===== src/rtl/sar_pkg.sv =====
package sar_pkg;
  localparam int unsigned SAR_MAX_W = 32;

  // Decide the bit under test from the comparator and arm the next lower bit.
  function automatic logic [SAR_MAX_W-1:0] sar_refine(
    input logic [SAR_MAX_W-1:0] code,
    input int unsigned          idx,
    input logic                 keep
  );
    logic [SAR_MAX_W-1:0] res;
    res = code;
    if (!keep) res[idx] = 1'b0;
    if (idx > 0) res[idx-1] = 1'b1;
    return res;
  endfunction

  // Code word placed in the output latch (complementary binary).
  function automatic logic [SAR_MAX_W-1:0] sar_out_word(input logic [SAR_MAX_W-1:0] code);
    return ~code;
  endfunction
endpackage


===== src/rtl/sar_cmp_sync.sv =====
module sar_cmp_sync #(
  parameter int unsigned STAGES = 2
) (
  input  logic clk,
  input  logic rst_n,
  input  logic d_i,
  output logic q_o
);
  logic [STAGES-1:0] chain_q;

  generate
    for (genvar s = 0; s < STAGES; s++) begin : g_stage
      always_ff @(posedge clk or negedge rst_n) begin
        if (!rst_n) chain_q[s] <= 1'b0;
        else if (s == 0) chain_q[s] <= d_i;
        else chain_q[s] <= chain_q[(s > 0) ? s-1 : 0];
      end
    end
  endgenerate

  assign q_o = chain_q[STAGES-1];
endmodule


===== src/rtl/sar_sequencer.sv =====
module sar_sequencer #(
  parameter int unsigned W         = 8,
  parameter int unsigned SLOT_CLKS = 5,
  localparam int unsigned IDX_W    = (W > 1) ? $clog2(W) : 1,
  localparam int unsigned CNT_W    = (SLOT_CLKS > 1) ? $clog2(SLOT_CLKS) : 1
) (
  input  logic             clk,
  input  logic             rst_n,
  input  logic             start_i,
  output logic             busy_o,
  output logic [IDX_W-1:0] idx_o,
  output logic             decide_o,
  output logic             last_o
);
  localparam logic [CNT_W-1:0] CNT_LAST = CNT_W'(SLOT_CLKS - 1);
  localparam logic [IDX_W-1:0] IDX_TOP  = IDX_W'(W - 1);

  logic             busy_q;
  logic [CNT_W-1:0] cnt_q;
  logic [IDX_W-1:0] idx_q;

  assign decide_o = busy_q && (cnt_q == CNT_LAST) && !start_i;
  assign last_o   = decide_o && (idx_q == '0);
  assign busy_o   = busy_q;
  assign idx_o    = idx_q;

  always_ff @(posedge clk or negedge rst_n) begin
    if (!rst_n) begin
      busy_q <= 1'b0;
      cnt_q  <= '0;
      idx_q  <= '0;
    end else if (start_i) begin
      busy_q <= 1'b1;
      cnt_q  <= '0;
      idx_q  <= IDX_TOP;
    end else if (busy_q) begin
      if (cnt_q == CNT_LAST) begin
        cnt_q <= '0;
        if (idx_q == '0) busy_q <= 1'b0;
        else idx_q <= idx_q - 1'b1;
      end else begin
        cnt_q <= cnt_q + 1'b1;
      end
    end
  end

  // slot counter never leaves its range while a conversion runs
  a_r2_slot_range: assert property (@(posedge clk) disable iff (!rst_n)
    busy_q |-> (cnt_q <= CNT_LAST));
endmodule


===== src/rtl/sar_trial_reg.sv =====
module sar_trial_reg #(
  parameter int unsigned W = 8,
  localparam int unsigned IDX_W = (W > 1) ? $clog2(W) : 1
) (
  input  logic             clk,
  input  logic             rst_n,
  input  logic             start_i,
  input  logic             decide_i,
  input  logic [IDX_W-1:0] idx_i,
  input  logic             cmp_s_i,
  output logic [W-1:0]     trial_o,
  output logic [W-1:0]     next_code_o
);
  import sar_pkg::*;

  localparam logic [W-1:0] MSB_TRIAL = W'(1) << (W - 1);

  logic [W-1:0]         trial_q;
  logic [SAR_MAX_W-1:0] refined;

  always_comb begin
    refined     = sar_refine(SAR_MAX_W'(trial_q), int'(idx_i), cmp_s_i);
    next_code_o = refined[W-1:0];
  end

  always_ff @(posedge clk or negedge rst_n) begin
    if (!rst_n) trial_q <= '0;
    else if (start_i) trial_q <= MSB_TRIAL;
    else if (decide_i) trial_q <= next_code_o;
  end

  assign trial_o = trial_q;

  // a low comparator at a decision clears the bit under test
  a_r2_clear_on_low: assert property (@(posedge clk) disable iff (!rst_n)
    (decide_i && !cmp_s_i) |=> !trial_q[$past(idx_i)]);
  // a high comparator at a decision keeps the bit under test
  a_r2_keep_on_high: assert property (@(posedge clk) disable iff (!rst_n)
    (decide_i && cmp_s_i) |=> trial_q[$past(idx_i)]);
endmodule


===== src/rtl/sar_conv_ctrl.sv =====
module sar_conv_ctrl #(
  parameter int unsigned W           = 8,
  parameter int unsigned SLOT_CLKS   = 5,
  parameter int unsigned SYNC_STAGES = 2
) (
  input  logic         clk,
  input  logic         rst_n,
  input  logic         start_i,
  input  logic         cmp_i,
  input  logic         oe_i,
  output logic [W-1:0] trial_o,
  output logic         eoc_o,
  output logic [W-1:0] data_o,
  output logic         data_oe_o
);
  import sar_pkg::*;

  localparam int unsigned CONV_CLKS = W * SLOT_CLKS;
  localparam int unsigned IDX_W     = (W > 1) ? $clog2(W) : 1;
  localparam int unsigned SS_W      = $clog2(CONV_CLKS + 2) + 1;

  logic             cmp_s;
  logic             busy_w;
  logic [IDX_W-1:0] idx_w;
  logic             decide_w;
  logic             load_w;
  logic [W-1:0]     next_code_w;
  logic [W-1:0]     latch_q;
  logic             eoc_q;
  logic [SAR_MAX_W-1:0] out_word;

  sar_cmp_sync #(.STAGES(SYNC_STAGES)) u_sync (
    .clk(clk), .rst_n(rst_n), .d_i(cmp_i), .q_o(cmp_s)
  );

  sar_sequencer #(.W(W), .SLOT_CLKS(SLOT_CLKS)) u_seq (
    .clk(clk), .rst_n(rst_n), .start_i(start_i),
    .busy_o(busy_w), .idx_o(idx_w), .decide_o(decide_w), .last_o(load_w)
  );

  sar_trial_reg #(.W(W)) u_trial (
    .clk(clk), .rst_n(rst_n), .start_i(start_i), .decide_i(decide_w),
    .idx_i(idx_w), .cmp_s_i(cmp_s), .trial_o(trial_o), .next_code_o(next_code_w)
  );

  always_comb out_word = sar_out_word(SAR_MAX_W'(next_code_w));

  always_ff @(posedge clk or negedge rst_n) begin
    if (!rst_n) begin
      latch_q <= '1;
      eoc_q   <= 1'b0;
    end else if (start_i) begin
      eoc_q   <= 1'b0;
    end else if (load_w) begin
      latch_q <= out_word[W-1:0];
      eoc_q   <= 1'b1;
    end
  end

  assign eoc_o     = eoc_q;
  assign data_oe_o = oe_i;
  assign data_o    = oe_i ? latch_q : '0;

  // Cycles since the last accepted start, kept for the length check.
  logic [SS_W-1:0] since_start_q;
  always_ff @(posedge clk or negedge rst_n) begin
    if (!rst_n) since_start_q <= '0;
    else if (start_i) since_start_q <= '0;
    else if (busy_w) since_start_q <= since_start_q + 1'b1;
  end

  a_r1_msb_first: assert property (@(posedge clk) disable iff (!rst_n)
    start_i |=> (trial_o == (W'(1) << (W - 1))));
  a_r3_conv_length: assert property (@(posedge clk) disable iff (!rst_n)
    $rose(eoc_q) |-> (since_start_q == SS_W'(CONV_CLKS)));
  a_r5_latch_hold: assert property (@(posedge clk) disable iff (!rst_n)
    !load_w |=> $stable(latch_q));
  a_r9_eoc_drops: assert property (@(posedge clk) disable iff (!rst_n)
    start_i |=> !eoc_q);
  a_r10_abort_keeps_latch: assert property (@(posedge clk) disable iff (!rst_n)
    (start_i && busy_w) |=> $stable(latch_q));
endmodule


===== config.mk =====
export PLATFORM = sky130hd
export DESIGN_NAME = sar_conv_ctrl
export DESIGN_NICKNAME = d
export VERILOG_FILES = /design/src/rtl/sar_pkg.sv /design/src/rtl/sar_cmp_sync.sv /design/src/rtl/sar_sequencer.sv /design/src/rtl/sar_trial_reg.sv /design/src/rtl/sar_conv_ctrl.sv
export SDC_FILE = /design/constraint.sdc
export NUM_CORES = 1
export LEC_CHECK = 0
export ABC_AREA = 1
export BUFFER_PORTS_ARGS = -buffer_cell sky130_fd_sc_hd__buf_2
export CORE_MARGIN = 3
export CORE_UTILIZATION = 60
export DETAILED_ROUTE_END_ITERATION = 12
export PLACE_DENSITY = 0.81
export SYNTH_ARGS = -nofsm -noshare
export SYNTH_HDL_FRONTEND = slang
export SYNTH_HIERARCHICAL = 1
export SYNTH_SLANG_ARGS = --single-unit

===== constraint.sdc =====
create_clock -name clk -period 2.6 [get_ports clk]
set_input_delay 0.26 -clock clk [delete_from_list [all_inputs] [get_ports clk]]
set_output_delay 0.26 -clock clk [all_outputs]
set_load 0.1 [all_outputs]

==> impl_metrics.py <==
metrics = {
    "clock_network": {
        "clk-insertion-delay-late_ns": 0.31,
        "cts_tree": "yes",
        "clk_pin_slew_ns": 0.13,
        "cts_resized": 0,
        "root_buffer": "clkbuf_4",
        "cts_max_level": 1,
        "cts_sinks": 26,
        "clock_path_buffers": 2,
        "cts_made_buffers": 3,
    },
    "synthesis": {
        "syn_inst": 203,
        "avgSynthCellArea_um2": 7.36,
        "yosys_warnings": 6,
        "synth_area_leaders": "dfrtp_1, nand2_1, dfstp_2",
        "synth_most_common_cell": "nand2_1",
        "ys_seq_area_share_pct": 44.2,
        "ys_top_cells_by_count": "nand2_1, inv_1, dfrtp_1",
        "ys_ff_latch": 26,
        "yosys.area.top_type_share_pct": 30.2,
        "synthArstFlopShare_pct": 100,
        "netlist-cell-type-count": 24,
        "netlist_area_um2": 1490,
        "yosys.area.top_type": "dfrtp_1",
        "synth_edf_count": 0,
        "ys.flop_type": "dfrtp_1",
        "synth_nets": 213,
    },
    "global_routing": {
        "antenna_found_initial": 0,
        "grt_max_degree": 27,
        "overflow": 0,
        "grt_pass1_vias": 1260,
        "track_usage_pct": 19.9,
        "grt_pass1_wl_um": 5100,
    },
    "finish": {
        "area_growth_pct": 10.6,
        "layout-drive-gt1-share_pct": 22.5,
        "num-nets-final": 238,
        "final_cells": 255,
        "finish.utilization_pct": 71.9,
        "antenna_cells": 0,
        "nFillCells": 205,
    },
    "setup_path": {
        "worstPathArrival_ns": 2.11,
        "cp_slowest_cell": "nor2_1",
        "crit_type": "reg -> reg",
        "crit_family": "simple AND/OR/NAND/NOR gates",
        "critPathMaxFanout": 9,
        "slowest_delay_ns": 0.58,
        "crit_path_start_kind": "register",
        "critPathBufInv": 1,
        "worstSetupEndpointType": "register",
        "path_cells": "inv_1 > ha_1 > nand3_4 > nor2_1 > nand3_1 > nand2_1",
        "worstPathRequired_ns": 2.86,
    },
    "die": {
        "start_util_pct": 65.0,
        "fp.dieW_um": 55.9,
        "ios": 23,
        "dieArea_um2": 3120,
        "fp.dieH_um": 55.9,
        "rows": 17,
        "core_um2": 2300,
    },
    "routing": {
        "vias": 1275,
        "drc": 0,
        "via_per_inst": 5.00,
        "routedWlPerCell_um": 11.0,
        "final_antenna_net_count": 0,
        "firstDrtPassIters": 4,
        "wirelength_um": 2790,
        "drtIter0Drc": 57,
    },
    "timing": {
        "fin_setup_tns_ns": 0,
        "setup_viol": 0,
        "finClkSkew_ns": 0.00505,
        "worstMarginPinSlew_ns": 0.737,
        "final_max_slew_viol_count": 0,
        "slew_headroom_pct": 50.7,
        "period_needed_ns": 1.85,
        "hold_slack_ns": 0.0519,
        "min_period_over_period_pct": 71.2,
        "rsz0062_at_grt": "false",
        "hold_violations": 0,
        "timing.fmax_mhz": 540,
    },
    "placed_design": {
        "portBuffers": 22,
        "dp_hpwl_um": 2220,
        "globalplace.congestion": 0.945,
        "placedCellCount": 250,
    },
    "pwr": {
        "powerDensity_nw_per_um2": 593,
        "leakagePower_nw": 0.977,
        "peakVddDrop_mv": 0.466,
    },
    "hold_path": {
        "hold_path_class": "in -> reg",
    },
    "outcome": {
        "outcome": "finished, final reports clean",
    },
    "job": {
        "cap_viol_max_count": 0,
    },
}
## power by group
part | switching [mW] | leakage (nW) | internal [mW]
Sequential | 0.0430 | 0.309 | 0.444
Clock | 0.108 | 0.0150 | 0.0598
Combinational | 0.233 | 0.653 | 0.0909
Total | 0.384 | 0.977 | 0.595
## cells by family (layout without fill, tap and decap cells)
family,after synthesis,after routing,synth area share (%)
flip-flops,26,26,44.2
AO/OA/AOI/OAI,5,5,1.84
buffers and inverters,36,60,10.4
adder cells (fa/ha/maj),5,5,4.19
AND/OR/NAND/NOR,131,131,39.4
## per-stage QoR
step	setup WS [ns]	instance area, µm²	power, mW
6_report	0.749	1650	0.979
2_1_floorplan	1.14	1490	0.742
3_3_place_gp	0.825	1620	0.802
4_1_cts	0.731	1650	0.984
5_1_grt	0.541	1650	1.05
3_5_place_dp	0.758	1620	0.815
## cells in the final DEF (no fill, tap or decap), drive strengths merged
cell type    Yosys  layout
nand2           97      97
inv             33      33
buf              3      22
dfrtp           18      18
nand3           18      18
nor2            15      15
dfstp            8       8
ha               5       5
clkbuf           0       4
o21ai            2       2
a21oi            2       2
dlygate4sd3      0       1
o21a             1       1
nand4            1       1
## layer usage
layer / up-vias / global-route usage [%] / part of all wire (%)
li1: 656 / - / -
met1: 577 / 24.7 / 45
met2: 38 / 35.6 / 48
met3: 4 / 2.32 / 6.1
met4: 0 / 7.12 / 0.97
met5: - / 0 / 0
## repair_timing
action                    CTS  global route
buffers inserted            0             0
hold buffers                1             0
hold endpoints to repair   18             0
## registers in the layout (all words and copies together) (netlist names)
register / flops
u_seq/busy_o: 1
latch_q: 8
eoc_o: 1
u_seq/idx_o: 3
u_trial/trial_o: 8
u_sync/chain_q: 1
u_seq/cnt_q: 3
u_sync/q_o: 1
## worst reg2reg max path, delay by kind of cell (launching register included)
family | cells | cell delay (ns)
simple gates | 4 | 0.97
flops | 1 | 0.51
fa+ha+maj | 1 | 0.20
buf+inv | 1 | 0.12
## cell type report
cell class                 count  area [µm²]  share of cell area, %
clock buffer                   4        26.3                   1.59
inverter                      33         131                   7.95
multi-input combinational    141         678                   41.1
sequential                    26         661                   40.0
tap                           28        35.0                   2.12
timing repair buffer          23         120                   7.27
## worst paths after layout
check | start | slack, ns | cells past startpoint | to
worst max-delay path | u_seq/idx_o[1]$_DFFE_PN0P_ | 0.75 | 6 | latch_q[4]$_DFFE_PN1P_
worst min-delay path | cmp_i | 0.05 | 1 | u_sync/chain_q[0]$_DFF_PN0_
worst max register to register | u_seq/idx_o[1]$_DFFE_PN0P_ | 0.75 | 6 | latch_q[4]$_DFFE_PN1P_
worst min register to register | u_sync/chain_q[0]$_DFF_PN0_ | 0.37 | 0 | u_sync/q_o$_DFF_PN0_
max in group asynchronous | rst_n | 1.76 | 2 | latch_q[0]$_DFFE_PN1P_
min in group asynchronous | rst_n | 0.46 | 2 | u_seq/cnt_q[1]$_DFFE_PN0P_
(Power assumes the default switching activity.)
